===== src/rtl/pcbk_pkg.sv =====
package pcbk_pkg;
  localparam int IDX_W = 5;
  localparam logic [IDX_W-1:0] IDX_TDEF = 5'h07;
  localparam logic [IDX_W-1:0] IDX_ADDR = 5'h08;
  localparam logic [IDX_W-1:0] IDX_MASK = 5'h09;
  localparam int TDEF_W  = 32;
  localparam int HALF_W  = TDEF_W / 2;
  localparam int L1_BIT  = 0;            // PC enable of first level
  localparam int L2_BIT  = HALF_W + 0;   // PC enable of second level
  typedef enum logic [1:0] {MODE_OFF, MODE_ONE, MODE_TWO} trig_mode_e;
endpackage


===== src/rtl/pcbk_regs.sv =====
module pcbk_regs
  import pcbk_pkg::*;
#(
  parameter int AW = 32
) (
  input  logic              clk,
  input  logic              rst_n,
  input  logic              wr_en,
  input  logic [IDX_W-1:0]  wr_idx,
  input  logic [AW-1:0]     wr_data,
  output logic [AW-1:0]     bp_addr,
  output logic [AW-1:0]     bp_mask,
  output logic              l1_en,
  output logic              l2_en,
  output logic              tdef_wr
);
  logic          sel_addr, sel_mask, sel_tdef;
  logic [AW-1:0] addr_d, mask_d;
  logic          l1_d, l2_d;

  always_comb begin
    sel_addr = wr_en && (wr_idx == IDX_ADDR);
    sel_mask = wr_en && (wr_idx == IDX_MASK);
    sel_tdef = wr_en && (wr_idx == IDX_TDEF);
    tdef_wr  = sel_tdef;
    addr_d   = sel_addr ? wr_data : bp_addr;
    mask_d   = sel_mask ? wr_data : bp_mask;
    l1_d     = sel_tdef ? wr_data[L1_BIT] : l1_en;
    l2_d     = sel_tdef ? wr_data[L2_BIT] : l2_en;
  end

  always_ff @(posedge clk or negedge rst_n) begin
    if (!rst_n) begin
      bp_addr <= '0;
      bp_mask <= '0;
      l1_en   <= 1'b0;
      l2_en   <= 1'b0;
    end else begin
      bp_addr <= addr_d;
      bp_mask <= mask_d;
      l1_en   <= l1_d;
      l2_en   <= l2_d;
    end
  end

  AST_ADDR_LOAD: assert property (@(posedge clk) disable iff (!rst_n)
    (wr_en && wr_idx == IDX_ADDR) |=> (bp_addr == $past(wr_data)));
  AST_MASK_LOAD: assert property (@(posedge clk) disable iff (!rst_n)
    (wr_en && wr_idx == IDX_MASK) |=> (bp_mask == $past(wr_data)));
  AST_FOREIGN_IDX: assert property (@(posedge clk) disable iff (!rst_n)
    (wr_en && wr_idx != IDX_ADDR && wr_idx != IDX_MASK && wr_idx != IDX_TDEF)
    |=> ($stable(bp_addr) && $stable(bp_mask) && $stable(l1_en) && $stable(l2_en)));
endmodule


===== src/rtl/pcbk_cmp.sv =====
module pcbk_cmp #(
  parameter int AW = 32
) (
  input  logic          pc_valid,
  input  logic [AW-1:0] pc,
  input  logic [AW-1:0] bp_addr,
  input  logic [AW-1:0] bp_mask,
  output logic          hit
);
  logic [AW-1:0] bit_ok;

  for (genvar i = 0; i < AW; i++) begin : g_bit
    assign bit_ok[i] = bp_mask[i] | ~(pc[i] ^ bp_addr[i]);
  end

  assign hit = pc_valid & (&bit_ok);
endmodule


===== src/rtl/pcbk_seq.sv =====
module pcbk_seq
  import pcbk_pkg::*;
(
  input  logic clk,
  input  logic rst_n,
  input  logic hit,
  input  logic l1_en,
  input  logic l2_en,
  input  logic tdef_wr,
  output logic trig
);
  trig_mode_e mode;
  logic       armed, armed_d, fire, trig_d;

  always_comb begin
    unique case ({l1_en, l2_en})
      2'b00:   mode = MODE_OFF;
      2'b11:   mode = MODE_TWO;
      default: mode = MODE_ONE;
    endcase
    fire = hit && ((mode == MODE_ONE) || (mode == MODE_TWO && armed));
    trig_d = fire;
    if (tdef_wr)
      armed_d = 1'b0;
    else if (fire)
      armed_d = 1'b0;
    else if (mode == MODE_TWO && hit)
      armed_d = 1'b1;
    else
      armed_d = armed;
  end

  always_ff @(posedge clk or negedge rst_n) begin
    if (!rst_n) begin
      armed <= 1'b0;
      trig  <= 1'b0;
    end else begin
      armed <= armed_d;
      trig  <= trig_d;
    end
  end

  AST_OFF_SILENT: assert property (@(posedge clk) disable iff (!rst_n)
    (!l1_en && !l2_en) |=> !trig);
  AST_ARM_FIRST: assert property (@(posedge clk) disable iff (!rst_n)
    (l1_en && l2_en && !armed) |=> !trig);
  AST_DISARM_WR: assert property (@(posedge clk) disable iff (!rst_n)
    tdef_wr |=> !armed);
  AST_TRIG_FROM_HIT: assert property (@(posedge clk) disable iff (!rst_n)
    trig |-> $past(hit));
endmodule


===== src/rtl/pc_break_trig.sv =====
module pc_break_trig
  import pcbk_pkg::*;
#(
  parameter int AW = 32
) (
  input  logic             clk,
  input  logic             rst_n,
  input  logic             wr_en,
  input  logic [IDX_W-1:0] wr_idx,
  input  logic [AW-1:0]    wr_data,
  input  logic             pc_valid,
  input  logic [AW-1:0]    pc,
  output logic             trig_pulse
);
  logic          rst_meta, rst_sync;
  logic [AW-1:0] bp_addr, bp_mask;
  logic          l1_en, l2_en, tdef_wr, hit;

  always_ff @(posedge clk or negedge rst_n) begin
    if (!rst_n) begin
      rst_meta <= 1'b0;
      rst_sync <= 1'b0;
    end else begin
      rst_meta <= 1'b1;
      rst_sync <= rst_meta;
    end
  end

  pcbk_regs #(.AW(AW)) u_regs (
    .clk(clk), .rst_n(rst_sync), .wr_en(wr_en), .wr_idx(wr_idx),
    .wr_data(wr_data), .bp_addr(bp_addr), .bp_mask(bp_mask),
    .l1_en(l1_en), .l2_en(l2_en), .tdef_wr(tdef_wr)
  );

  pcbk_cmp #(.AW(AW)) u_cmp (
    .pc_valid(pc_valid), .pc(pc), .bp_addr(bp_addr), .bp_mask(bp_mask),
    .hit(hit)
  );

  pcbk_seq u_seq (
    .clk(clk), .rst_n(rst_sync), .hit(hit), .l1_en(l1_en), .l2_en(l2_en),
    .tdef_wr(tdef_wr), .trig(trig_pulse)
  );

  AST_NO_TRIG_IN_RESET: assert property (@(posedge clk)
    !rst_sync |=> !trig_pulse);
endmodule


===== config.mk =====
export PLATFORM = sky130hd
export DESIGN_NAME = pc_break_trig
export DESIGN_NICKNAME = d
export VERILOG_FILES = /design/src/rtl/pcbk_pkg.sv /design/src/rtl/pcbk_regs.sv /design/src/rtl/pcbk_cmp.sv /design/src/rtl/pcbk_seq.sv /design/src/rtl/pc_break_trig.sv
export SDC_FILE = /design/constraint.sdc
export NUM_CORES = 1
export LEC_CHECK = 0
export BUFFER_PORTS_ARGS = -buffer_cell sky130_fd_sc_hd__buf_2
export CORE_ASPECT_RATIO = 0.6
export CORE_MARGIN = 4
export CORE_UTILIZATION = 47
export DETAILED_ROUTE_END_ITERATION = 8
export PLACE_DENSITY = 0.71
export SYNTH_ARGS = -nofsm -noshare
export SYNTH_HDL_FRONTEND = slang
export SYNTH_SLANG_ARGS = --single-unit
export TNS_END_PERCENT = 100

===== constraint.sdc =====
create_clock -name clk -period 2.6 [get_ports clk]
set_input_delay 0 -clock clk [delete_from_list [all_inputs] [get_ports clk]]
set_output_delay 0 -clock clk [all_outputs]
set_load 0.01 [all_outputs]

; ---- After elaboration in Yosys (flattened, before gate mapping)
; Index checks and enable logic that the tools add are counted.
[op_classes]
eq_ne = 6
mux = 4
reduce_logical = 10
bitwise = 97
[op_table]
columns = cell, n
row1 = NOT 1 bit, 32
row2 = OR 1 bit, 32
row3 = AND reduction 32 bit, 1
row4 = bitwise XOR 1 bit, 32
row5 = "== test 5 x 4 -> 1 bit, second input constant", 2
row6 = logical AND 1 bit, 6
row7 = "== test 5 x 3 -> 1 bit, second input constant", 1
row8 = "== test 2 bit, second input constant", 2
row9 = one-hot mux 2 bit (2 select lines), 1
row10 = two-way mux 1 bit, 3
row11 = nonzero test 3 bit, 1
row12 = "== test 2 x 1 -> 1 bit, second input constant", 1
row13 = logical NOT 2 bit, 1
row14 = AND 1 bit, 1
row15 = logical OR 1 bit, 1
[word_totals]
regBits = 70
elab_cells = 125
out_inout_bits = 1
in_bits = 73

; ---- Logic depth before layout (Yosys ltp)
; Gate-level depths: netlist (run 1).
[depth]
ltp_word = 9
mapped_depth = 6

; ---- Cells and area by module
; A second synthesis (run 1) with hierarchy kept.
[hier_totals]
cells_unflattened = 213
area_unflattened_um2 = 3089.2
[by_module_without_submodules]
columns = module, instances, area_per_inst_um2, cells_each
row1 = pcbk_regs, 1, 2508.7, 144
row2 = pcbk_cmp, 1, 435.4, 58
row3 = pcbk_seq, 1, 91.3, 8
row4 = pc_break_trig, 1, 53.8, 3

; ---- Worst setup path before layout (run 1)
; OpenSTA, ideal clock, no wires.
[synth_path]
kind = reg-to-reg
startpoint = register u_regs.bp_addr[11]
endpoint = register u_seq.armed
arrival_ns = 1.321
setup_slack_ns = 1.199
required_time_ns = 2.521
stages_incl_launch_ff = 7
synth_period_minus_slack_ns = 1.401
path_cell_list = dfrtp_1 > xnor2_1 > o22ai_1 > nor4_1 > o2111ai_1 > nor2_1 > mux2i_1
[synth_between]
elab_chain_len = 8
word_cells_on_any_way = 10
cone_classes = mux (2) / bitwise (4) / reduce/logical (4)
[synth_lines]
columns = element, line_no
row1 = "start, declared", pcbk_regs.sv:11  ; output logic [AW-1:0] bp_addr,
row2 = "start signal, assigned", pcbk_regs.sv:39  ; bp_addr <= addr_d;
row3 = bitwise XOR 1 bit (*), pcbk_cmp.sv:13  ; assign bit_ok[i] = bp_mask[i] | ~(pc[i] ^ bp_addr[i]);
row4 = NOT 1 bit (*), pcbk_cmp.sv:13
row5 = OR 1 bit (*), pcbk_cmp.sv:13
row6 = AND reduction 32 bit (*), pcbk_cmp.sv:16  ; assign hit = pc_valid & (&bit_ok);
row7 = AND 1 bit (*), pcbk_cmp.sv:16
row8 = logical AND 1 bit, pcbk_seq.sv:21  ; fire = hit && ((mode == MODE_ONE) || (mode == MODE_TWO && armed));
row9 = two-way mux 1 bit, pcbk_seq.sv:25  ; else if (fire)
row10 = two-way mux 1 bit, pcbk_seq.sv:23  ; if (tdef_wr)
row11 = "end signal, assigned", pcbk_seq.sv:38  ; armed <= armed_d;
row12 = "end, declared", pcbk_seq.sv:13  ; logic armed, armed_d, fire, trig_d;
; Every way passes the cells marked *; elsewhere a longest branch is shown, timed or not.
; A chain may end at the register's enable or synchronous reset.

; ---- Final worst setup path (run 1)
[layout_path]
startpoint = register u_regs.bp_addr[31]
endpoint = register u_seq.armed
; The elaborated chain is that of the path after synthesis.

==> metrics.md, run 1 <==
| Metric | Value |
|---|---|
| Status | finished clean |
| Power per Cell Area | 771 mW/mm^2 |
| Vias in the first global route | about 2200 |
| Pleak | just over 2 nW |
| Post-CTS setup buffer count | 0 |
| Initial Utilization | 0.502 |
| Worst r2r path cells | 6 |
| Max layer used | met4 |
| Metal-1 WL | approximately 3200 um |
| Placement row count | 22 |
| Syn Inst Count | approximately 210 |
| Worst vdd ir | 504 uV |
| Core Region | about 0.0063 mm^2 |
| Post_cts resized | 0 |
| WL met2 | between 3000 and 4000 um |
| Final number of hold-violating endpoints | 0 |
| Tightest Pin Transition | between 0.8 and 0.9 ns |
| Post-CTS Hold Buffers | 34 |
| Worst Hold Endpoint | u_seq.trig |
| CTS Buf Count | 9 |
| Pins Over Slew Limit | 0 |
| Top delay family on crit path | simple AND/OR/NAND/NOR gates |
| First-iteration detailed-routing DRC count | 55 |
| Distinct cells, synth | 22 |
| Routed vias | approximately 2000 |
| GP Congestion | around 0.8 |
| Insertion delay to the later sink of the worst-skew pair | approximately 0.33 ns |
| Kind of launch point of the worst setup path | flop |
| DRC | 0 |
| N_diodes | 0 |
| DP Wirelength | approximately 4700 um |
| Setup TNS | 0 ns |
| Final min period | about 1.9 ns |
| WS Path Type | reg2reg |
| Endpoint class of the critical path | flop |
| GR Util All Layers | 0.177 |
| Relative slew slack | 0.439 |
| CP max FO | 2 |
| Die area | 0.00819 mm^2 |
| Final nets | around 400 |
| Worst R2R Setup Slack | between 0.7 and 0.8 ns |
| Total gr overflow | 0 |
| Routed wire length | about 6800 um |
| Hold path start | pc_valid |
| Max Cap Viol | 0 |
| Die Ht | between 70 and 80 um |
| Post-route ant nets | 0 |
| CTS H-tree lvls | 3 |
| Reg2reg end | u_seq.armed |
| Global-route wire length before repair | about 11000 um |
| Yosys warning total | 0 |
| RSZ-0062 raised after global routing | false |
| Final cycle utilization of the critical path | 0.715 |
| Largest net degree at the start of global routing | 69 |
| Crit path max-delay cell type | nor4_1 |
| Routed WL per cell | 16.2 um |
| WP data arrival | 2.11 ns |
| Clock transition at path regs | 0.05 ns |
| R2R Path Start | u_regs.bp_addr[31] |
| FMAX | between 500 and 600 MHz |
| Clk buf depth | 2 |
| Seq cells post-synth | 70 |
| Area Overhead vs Synth | 35.6% |
| Crit path buffers/inverters | 0 |
| CP required | between 2 and 3 ns |
| Fillers | 459 |
| IO Count | between 70 and 80 |
| Pre-antenna DRT Iters | 4 |
| Post-Syn Nets | around 290 |
| Hold depth | 5 |
| CTS sink count | 70 |
| Initial antenna violation count | 0 |
| Finish-stage setup viols | 0 |
| Hold crit path type | in2reg |
| Vias per cell | a little under 5 |
| Final Util | 0.681 |
| Sequential-to-total area share from yosys stat | 0.551 |
| Setup Skew | ~0.0043 ns |
| Synthesized cell area | around 0.0032 mm^2 |
| Crit path cell chain | xnor2_1 > o22ai_1 > nor4_1 > o2111ai_1 > nor2_1 > mux2i_1 |
| IO buf count | 73 |
| Root Driver | clkbuf_16 |
| Die W | about 110 um |
| Layout cells sized above 1 | 0.477 |
| Met3 wire len | between 400 and 500 um |
| Crit path depth | 6 |
| Slowest stage delay, CP | between 0.4 and 0.5 ns |
| Avg Cell Area, Syn | approximately 15 um^2 |
| CTS tree | yes |
## power breakdown
group | switching [W] | total, W | internal [W]
Sequential | 0.000130 | 0.00142 | 0.00129
Combinational | 0.000204 | 0.000595 | 0.000391
Clock | 0.000445 | 0.00131 | 0.000861
## how the worst max path moves through the flow
| stage | start | end |
|---|---|---|
| detailed placement | wr_idx[1] | u_regs.bp_mask[0] |
| finish | u_regs.bp_addr[31] | u_seq.armed |
| floorplan | rst_sync | u_regs.bp_addr[0] |
| global placement | wr_idx[1] | u_regs.bp_mask[1] |
| CTS | u_regs.bp_addr[31] | u_seq.armed |
| global route | u_regs.bp_addr[31] | u_seq.armed |
## cell type report
type	count	area, um^2	share of cell area
clock buffers	10	239	0.0554
multi-input cells	136	1380	0.321
repair buffers	111	748	0.173
well taps	84	105	0.0244
clock inverters	6	85.1	0.0197
flip-flops and latches	70	1750	0.406
## routing by layer
metal | vias up | track usage
met5 | - | 0
met2 | 59 | 0.281
met3 | 7 | 0.0650
met4 | 0 | 0.0448
met1 | 974 | 0.231
li1 | 987 | -
## cell usage after synthesis
library cell  instances  area share
nand2b_1              1      0.0020
nand2b_4              1      0.0043
nor3_1                1      0.0016
o2111ai_1             1      0.0028
xnor2_1              32       0.088
mux2i_1               1      0.0031
mux2_1                4       0.014
conb_1                1      0.0012
mux2_2               32        0.11
nor2_1                5      0.0059
nor4_2                1      0.0039
buf_6                 3       0.011
o22ai_1              14       0.028
or4b_1                2      0.0063
nand3_1               1      0.0016
o21ai_0               1      0.0016
dfrtp_1              70        0.55
nand2_1               4      0.0047
o22a_1                1      0.0028
buf_2                 4      0.0063
mux2_4               30        0.14
nor4_1                3      0.0059
## worst register-to-register path, delay by kind of cell (launching register included)
kind            cells  cell delay [ns]
simple gates        2             0.64
flops               1             0.39
compound gates      2             0.34
xor+xnor            1             0.22
mux                 1             0.19
## layout by cell type (no fill, tap or decap), types with 2 or more instances in the layout
cell / netlist / final
buf_2: 4 / 73
dfrtp_1: 70 / 69
dlygate4sd3_1: 0 / 34
xnor2_1: 32 / 32
mux2_2: 32 / 32
mux2_4: 30 / 30
o22ai_1: 14 / 14
clkbuf_16: 0 / 9
nor2_1: 5 / 5
nand2_1: 4 / 4
mux2_1: 4 / 4
nor4_1: 3 / 3
buf_4: 0 / 3
bufinv_16: 0 / 2
clkinvlp_4: 0 / 2
clkinv_2: 0 / 2
## cells by family (layout without fill, tap and decap cells)
group	count (synthesis)	count (layout)	synth area share
AO/OA/AOI/OAI	17	17	0.0346
XOR/XNOR	32	32	0.0881
buffers and inverters	7	127	0.0169
multiplexers	67	67	0.272
AND/OR/NAND/NOR	19	19	0.0362
flip-flops	70	70	0.551
other	1	1	0.00118
## stage by stage
step           instance area (um^2)  total power (W)  std cells  hold WS, ns  setup WS (ns)
3_3_place_gp                   3650          0.00197        367       -0.213          0.678
5_1_grt                        4310          0.00348        417        0.130          0.588
4_1_cts                        4310          0.00336        417       0.0823          0.747
3_5_place_dp                   3650          0.00199        367       -0.212          0.627
2_1_floorplan                  3180          0.00182        213       -0.296          0.506
6_report                       4310          0.00332        417       0.0936          0.740
## registers in the layout, indices dropped and copies added, names as in the netlist
signal	flops
u_regs.l1_en	1
u_regs.bp_addr	32
u_regs.bp_mask	32
rst_sync	1
u_seq.armed	1
u_seq.trig	1
rst_meta	1
u_regs.l2_en	1
(Power assumes the default switching activity.)
==> run 2, diff against run 1 <==
--- a/config.mk
+++ b/config.mk
@@ -5,6 +5,7 @@
 export SDC_FILE = /design/constraint.sdc
 export NUM_CORES = 1
 export LEC_CHECK = 0
+export ABC_AREA = 1
 export BUFFER_PORTS_ARGS = -buffer_cell sky130_fd_sc_hd__buf_2
 export CORE_ASPECT_RATIO = 0.6
 export CORE_MARGIN = 4
==> constraint.sdc (replaced) <==
create_clock -name clk -period 1.85 [get_ports clk]
set_input_delay 0 -clock clk [delete_from_list [all_inputs] [get_ports clk]]
set_output_delay 0 -clock clk [all_outputs]
set_load 0.01 [all_outputs]
==> metrics.md, run 2 <==
| Metric | Value |
|---|---|
| Status | finished clean |
| Count leader, synth | nand2_1 |
| Relative slew slack | 0.640 |
| Ys async rst share | 1.00 |
| Die W | approximately 120 um |
| IO buf count | 73 |
| CP max FO | 3 |
| Top delay family on crit path | simple AND/OR/NAND/NOR gates |
| FMAX | 724 MHz |
| DP Wirelength | roughly 5600 um |
| Fin worst setup slack | 0.469 ns |
| Worst vdd ir | 525 uV |
| CTS Buf Count | 9 |
| Total gr overflow | 0 |
| Final nets | between 600 and 700 |
| Most frequent cells in the layout | nand2_1 (135), inv_1 (76), buf_2 (73) |
| Endpoint class of the critical path | flop |
| Most common cell after layout, fill and taps aside | nand2_1 |
| GP Congestion | a little under 0.8 |
| Routed wire length | 7710 um |
| Post_cts resized | 0 |
| Die Ht | around 74 um |
| CTS H-tree lvls | 3 |
| Yosys top cell area share | 0.517 |
| Post-route ant nets | 0 |
| Sequential-to-total area share from yosys stat | 0.517 |
| N_diodes | 0 |
| Routed WL per cell | 12.1 um |
| Crit path cell chain | or2_0 > nand2_1 > nand2_1 > nor2_1 > nand2_1 > nor2_2 > nand4_1 > nand2_1 > nor2_2 |
| Die area | about 0.0087 mm^2 |
| Max Cap Viol | 0 |
| CTS tree | yes |
| IO Count | 74 |
| Area Overhead vs Synth | 33.8% |
| Core Region | between 0.006 and 0.007 mm^2 |
| Post-synth EDFFs | 0 |
| Seq cells post-synth | 70 |
| Crit path buffers/inverters | 0 |
| Vias in the first global route | 2945 |
| Largest net degree at the start of global routing | roughly 70 |
| Power per Cell Area | about 1000 mW/mm^2 |
| RSZ-0062 raised after global routing | false |
| Post-DP Area | 0.00389 mm^2 |
| Synthesized cell area | 0.00339 mm^2 |
| Clock transition at path regs | roughly 0.060 ns |
| Tightest Pin Transition | ~0.54 ns |
| Kind of launch point of the worst setup path | flop |
| CP required | around 2.1 ns |
| Leading area contributor after synthesis | dfrtp_1 |
| Final min period | roughly 1.4 ns |
| Initial antenna violation count | 0 |
| Crit path max-delay cell type | dfrtp_1 |
| First-iteration detailed-routing DRC count | 144 |
| Yosys warning total | 0 |
| Insertion delay to the later sink of the worst-skew pair | 0.33 ns |
| Cell mode on critical path | nand2_1 |
| Final cycle utilization of the critical path | 0.746 |
| Distinct cells, synth | 23 |
| Setup Skew | between 0.007 and 0.008 ns |
| Hold crit path type | in2reg |
| Pleak | between 2 and 2.5 nW |
| Vias per cell | between 4 and 5 |
| Initial Utilization | 0.496 |
| Post-route cell area | ~0.0045 mm^2 |
| Syn Inst Count | between 400 and 500 |
| Setup WS pre-CTS | 0.401 ns |
| Placement row count | 23 |
| Avg Cell Area, Syn | between 7 and 8 um^2 |
| DRC | 0 |
| Slowest stage delay, CP | 0.39 ns |
| Worst R2R Setup Slack | approximately 0.47 ns |
| CTS sink count | 70 |
| Ys flop type | dfrtp_1 |
| Clk buf depth | 2 |
| WP data arrival | roughly 1.6 ns |
| Finish-stage setup viols | 0 |
| Pins Over Slew Limit | 0 |
| Synth top area cells | dfrtp_1 (52%), nand2_1 (15%), inv_1 (8.4%) |
| Final number of hold-violating endpoints | 0 |
| Synth top cells by count | nand2_1 (135), inv_1 (76), dfrtp_1 (70), o21ai_1 (56), nor2_1 (22) |
| Setup TNS | 0 ns |
| Root Driver | clkbuf_16 |
| Layout cells sized above 1 | 0.207 |
| Global-route wire length before repair | 13200 um |
| Post-Syn Nets | ~500 |
| WS Path Type | reg2reg |
| Pre-antenna DRT Iters | 5 |
| GR Util All Layers | 0.193 |
| Routed vias | between 3000 and 4000 |
| Biggest registers after layout | u_regs.bp_addr: 32 flops, u_regs.bp_mask: 32 flops |
-- run 2: per-stage QoR --
step	util	cells	hold slack, ns	total power (W)
global placement	0.570	589	-0.214	0.00271
detailed placement	0.570	589	-0.211	0.00275
floorplan	-	430	-0.296	0.00249
CTS	0.664	639	0.124	0.00453
global route	0.664	639	0.157	0.00478
finish	0.664	639	0.138	0.00449
-- run 2: power breakdown --
group | switching (W) | internal (W)
clock network | 0.000599 | 0.00111
registers | 0.000172 | 0.00181
logic | 0.000409 | 0.000389
total | 0.00118 | 0.00331
-- run 2: worst register-to-register path: stages (launching register included) --
cell	delay, ns
dfrtp_1	0.39
or2_0	0.22
nand2_1	0.07
nand2_1	0.05
nor2_1	0.13
nand2_1	0.09
nor2_2	0.10
nand4_1	0.10
nand2_1	0.10
nor2_2	0.04
-- run 2: final timing paths --
| check | cells past startpoint | end | start |
|---|---|---|---|
| min in group asynchronous | 1 | u_regs.bp_addr[4] | rst_sync |
| worst max register to register | 9 | u_seq.armed | u_regs.bp_addr[3] |
| worst max-delay path | 9 | u_seq.armed | u_regs.bp_addr[3] |
| worst min register to register | 1 | u_regs.bp_addr[4] | rst_sync |
| max in group asynchronous | 3 | rst_sync | rst_n |
| worst min-delay path | 3 | u_regs.l2_en | wr_idx[2] |
-- run 2: cells by family after synthesis --
family	after synthesis	synth area share
AOI/OAI and AO/OA	78	0.125
DFF	70	0.517
other	1	0.00111
xor gates and xnor gates	1	0.00259
and+or+nand+nor	192	0.242
buffers and inverters	88	0.112
-- run 2: cell type report --
type,instances,area [um^2]
repair buffers,118,826
well taps,87,109
inverters,76,285
clock buffers,12,256
flip-flops and latches,70,1750
clock inverters,4,45.0
fillers,574,2290
multi-input cells,272,1250
-- run 2: repair_timing --
action | CTS | global route
hold endpoints to repair | 68 | 0
hold buffers | 34 | 0
setup buffers | 0 | 0
-- run 2: per-layer routing --
layer	global-route usage	routed length (um)	vias to the layer above
met5	0	0	-
met4	0.0545	54	0
met3	0.0615	451	7
met2	0.317	3440	70
met1	0.250	3770	1380
li1	-	-	1564
==> run 3, diff against run 2 <==
--- a/config.mk
+++ b/config.mk
@@ -5,7 +5,7 @@
 export SDC_FILE = /design/constraint.sdc
 export NUM_CORES = 1
 export LEC_CHECK = 0
-export ABC_AREA = 1
+export ABC_AREA = 0
 export BUFFER_PORTS_ARGS = -buffer_cell sky130_fd_sc_hd__buf_2
 export CORE_ASPECT_RATIO = 0.6
 export CORE_MARGIN = 4
==> constraint.sdc (replaced) <==
create_clock -name clk -period 1.4 [get_ports clk]
set_input_delay 0 -clock clk [delete_from_list [all_inputs] [get_ports clk]]
set_output_delay 0 -clock clk [all_outputs]
set_load 0.01 [all_outputs]
==> metrics.md, run 3 (synthesis gave the netlist of run 1 again) <==
| Metric | Value |
|---|---|
| Pre-antenna DRT Iters | 5 |
| GP Congestion | slightly above 0.7 |
| Power per Cell Area | between 1000 and 1500 mW/mm^2 |
| Post-route cell area | 0.00442 mm^2 |
| CTS sink count | 70 |
| Core Region | about 0.0063 mm^2 |
| R2R Path Start | u_regs.bp_addr[24] |
| Routed wire length | ~6600 um |
| Layout cells sized above 1 | 0.500 |
| Hold crit path type | in2reg |
| Failing checks | negative setup slack |
| Setup TNS | -0.463 ns |
| Internal | about 0.0047 W |
| Hold path start | wr_idx[3] |
| Hold depth | 3 |
| Most frequent cells in the layout | buf_2 (73), dfrtp_1 (69), dlygate4sd3_1 (34) |
| Worst vdd ir | between 700 and 800 uV |
| Routed vias | ~2100 |
| Initial antenna violation count | 0 |
| IO buf count | 73 |
| Pins Over Slew Limit | 0 |
| Vias per cell | around 4.9 |
| Final Util | 0.698 |
| Reg2reg end | u_seq.armed |
| Root Driver | clkbuf_16 |
| Sw frac | 0.237 |
| Final number of hold-violating endpoints | 0 |
| Switching Power | between 0.001 and 0.0015 W |
| RSZ-0062 raised after global routing | true |
| Clk buf depth | 2 |
| Endpoint class of the critical path | flop |
| Final cycle utilization of the critical path | 1.17 |
| Worst R2R Setup Slack | -0.24 ns |
| WS Path Type | reg2reg |
| Kind of launch point of the worst setup path | flop |
| Crit path cell chain | xnor2_2 > o22ai_1 > nor4_1 > buf_4 > o2111ai_4 > nor2_2 > mux2i_1 |
| CP max FO | 2 |
| GR Util All Layers | 0.168 |
| Total gr overflow | 0 |
| Finish-stage setup viols | 2 |
| Status | finished with violations |
| Largest net degree at the start of global routing | between 60 and 70 |
| N_diodes | 0 |
| Combinational fraction of design power | 0.185 |
| Pleak | ~2.1 nW |
| Insertion delay to the later sink of the worst-skew pair | about 0.33 ns |
| Routed WL per cell | between 15 and 20 um |
| FMAX | about 610 MHz |
| DRC | 0 |
| Sequential share of power | 0.429 |
| Final min period | roughly 1.6 ns |
| Clock power share | 0.387 |
| Placement row count | 22 |
| Die area | roughly 0.0082 mm^2 |
| Worst r2r path cells | 7 |
| CTS tree | yes |
| Fin worst setup slack | -0.238 ns |
| DP Wirelength | ~4400 um |
| Global-route wire length before repair | ~11000 um |
| Crit path max-delay cell type | dfrtp_1 |
| Die Ht | approximately 72 um |
| Max Cap Viol | 0 |
| Most common cell after layout, fill and taps aside | buf_2 |
| IO Count | 74 |
| CP required | around 1.7 ns |
| Setup WS pre-CTS | -0.276 ns |
| Final nets | around 400 |
| PnR Total Power | 0.00617 W |
| Biggest registers after layout | u_regs.bp_addr: 32 flops, u_regs.bp_mask: 32 flops |
| Initial Utilization | 0.502 |
| Post-route ant nets | 0 |
| Slowest stage delay, CP | 0.41 ns |
| Area Overhead vs Synth | 39.0% |
| WP data arrival | about 1.9 ns |
| Worst Hold Endpoint | u_regs.l1_en |
| Clock transition at path regs | about 0.06 ns |
| Post-DP Area | 0.00371 mm^2 |
| Setup Skew | slightly below 0.009 ns |
| First-iteration detailed-routing DRC count | 60 |
| CTS H-tree lvls | 3 |
| Vias in the first global route | between 2000 and 2500 |
| Die W | 114 um |
| CTS Buf Count | 9 |
## run 3: metal layers
metal  up-vias  global-route usage  share of wire
met1      1006               0.247           0.50
met4         0              0.0198         0.0042
met2        54               0.244           0.44
met5         -                   0              0
met3         4              0.0641          0.062
li1       1005                   -              -
## run 3: worst max-delay path by stage
stage,from,to,cells past startpoint
after floorplan,u_regs.bp_addr[11],u_seq.armed,6
after global placement,wr_idx[4],u_regs.bp_mask[1],5
after detailed placement,u_regs.bp_addr[24],u_seq.armed,7
after CTS,u_regs.bp_addr[28],u_seq.armed,7
after global routing,u_regs.bp_addr[24],u_seq.armed,7
final,u_regs.bp_addr[24],u_seq.armed,7
## run 3: layout make-up
cell class              count  area [um^2]
multi-input cells         136         1420
clock buffers              10          229
flip-flops and latches     70         1750
clock inverters             6         86.3
well taps                  84          105
fillers                   458         1910
repair buffers            118          826
## run 3: power groups by stage
stage,Sequential (W),Clock (W),Combinational (W)
finish,0.00265,0.00239,0.00114
global route,0.00269,0.00255,0.00124
CTS,0.00264,0.00244,0.00113
detailed placement,0.00267,0,0.00103
global placement,0.00265,0,0.00101
floorplan,0.00263,0,0.000743
## run 3: worst max-delay path: cells and delay by family (launching register included)
family	cells	cell delay, ns
AO/OA/AOI/OAI	2	0.20
XOR/XNOR	1	0.16
buffers and inverters	1	0.18
flip-flops	1	0.41
multiplexers	1	0.17
AND/OR/NAND/NOR	2	0.44
## run 3: repair_timing
action                                 4_1_cts  5_1_grt
cloned                                       0        0
pin swaps                                    9        5
hold buffers                                34        0
resized for setup                            1        5
buffers inserted                             1        1
endpoints found under the hold margin       68        0
setup endpoints to repair                    2        2
## run 3: through the flow
step	hold slack (ns)	instances
2_1_floorplan	-0.296	213
3_3_place_gp	-0.215	372
3_5_place_dp	-0.205	372
4_1_cts	0.0793	423
5_1_grt	0.222	424
6_report	0.192	424
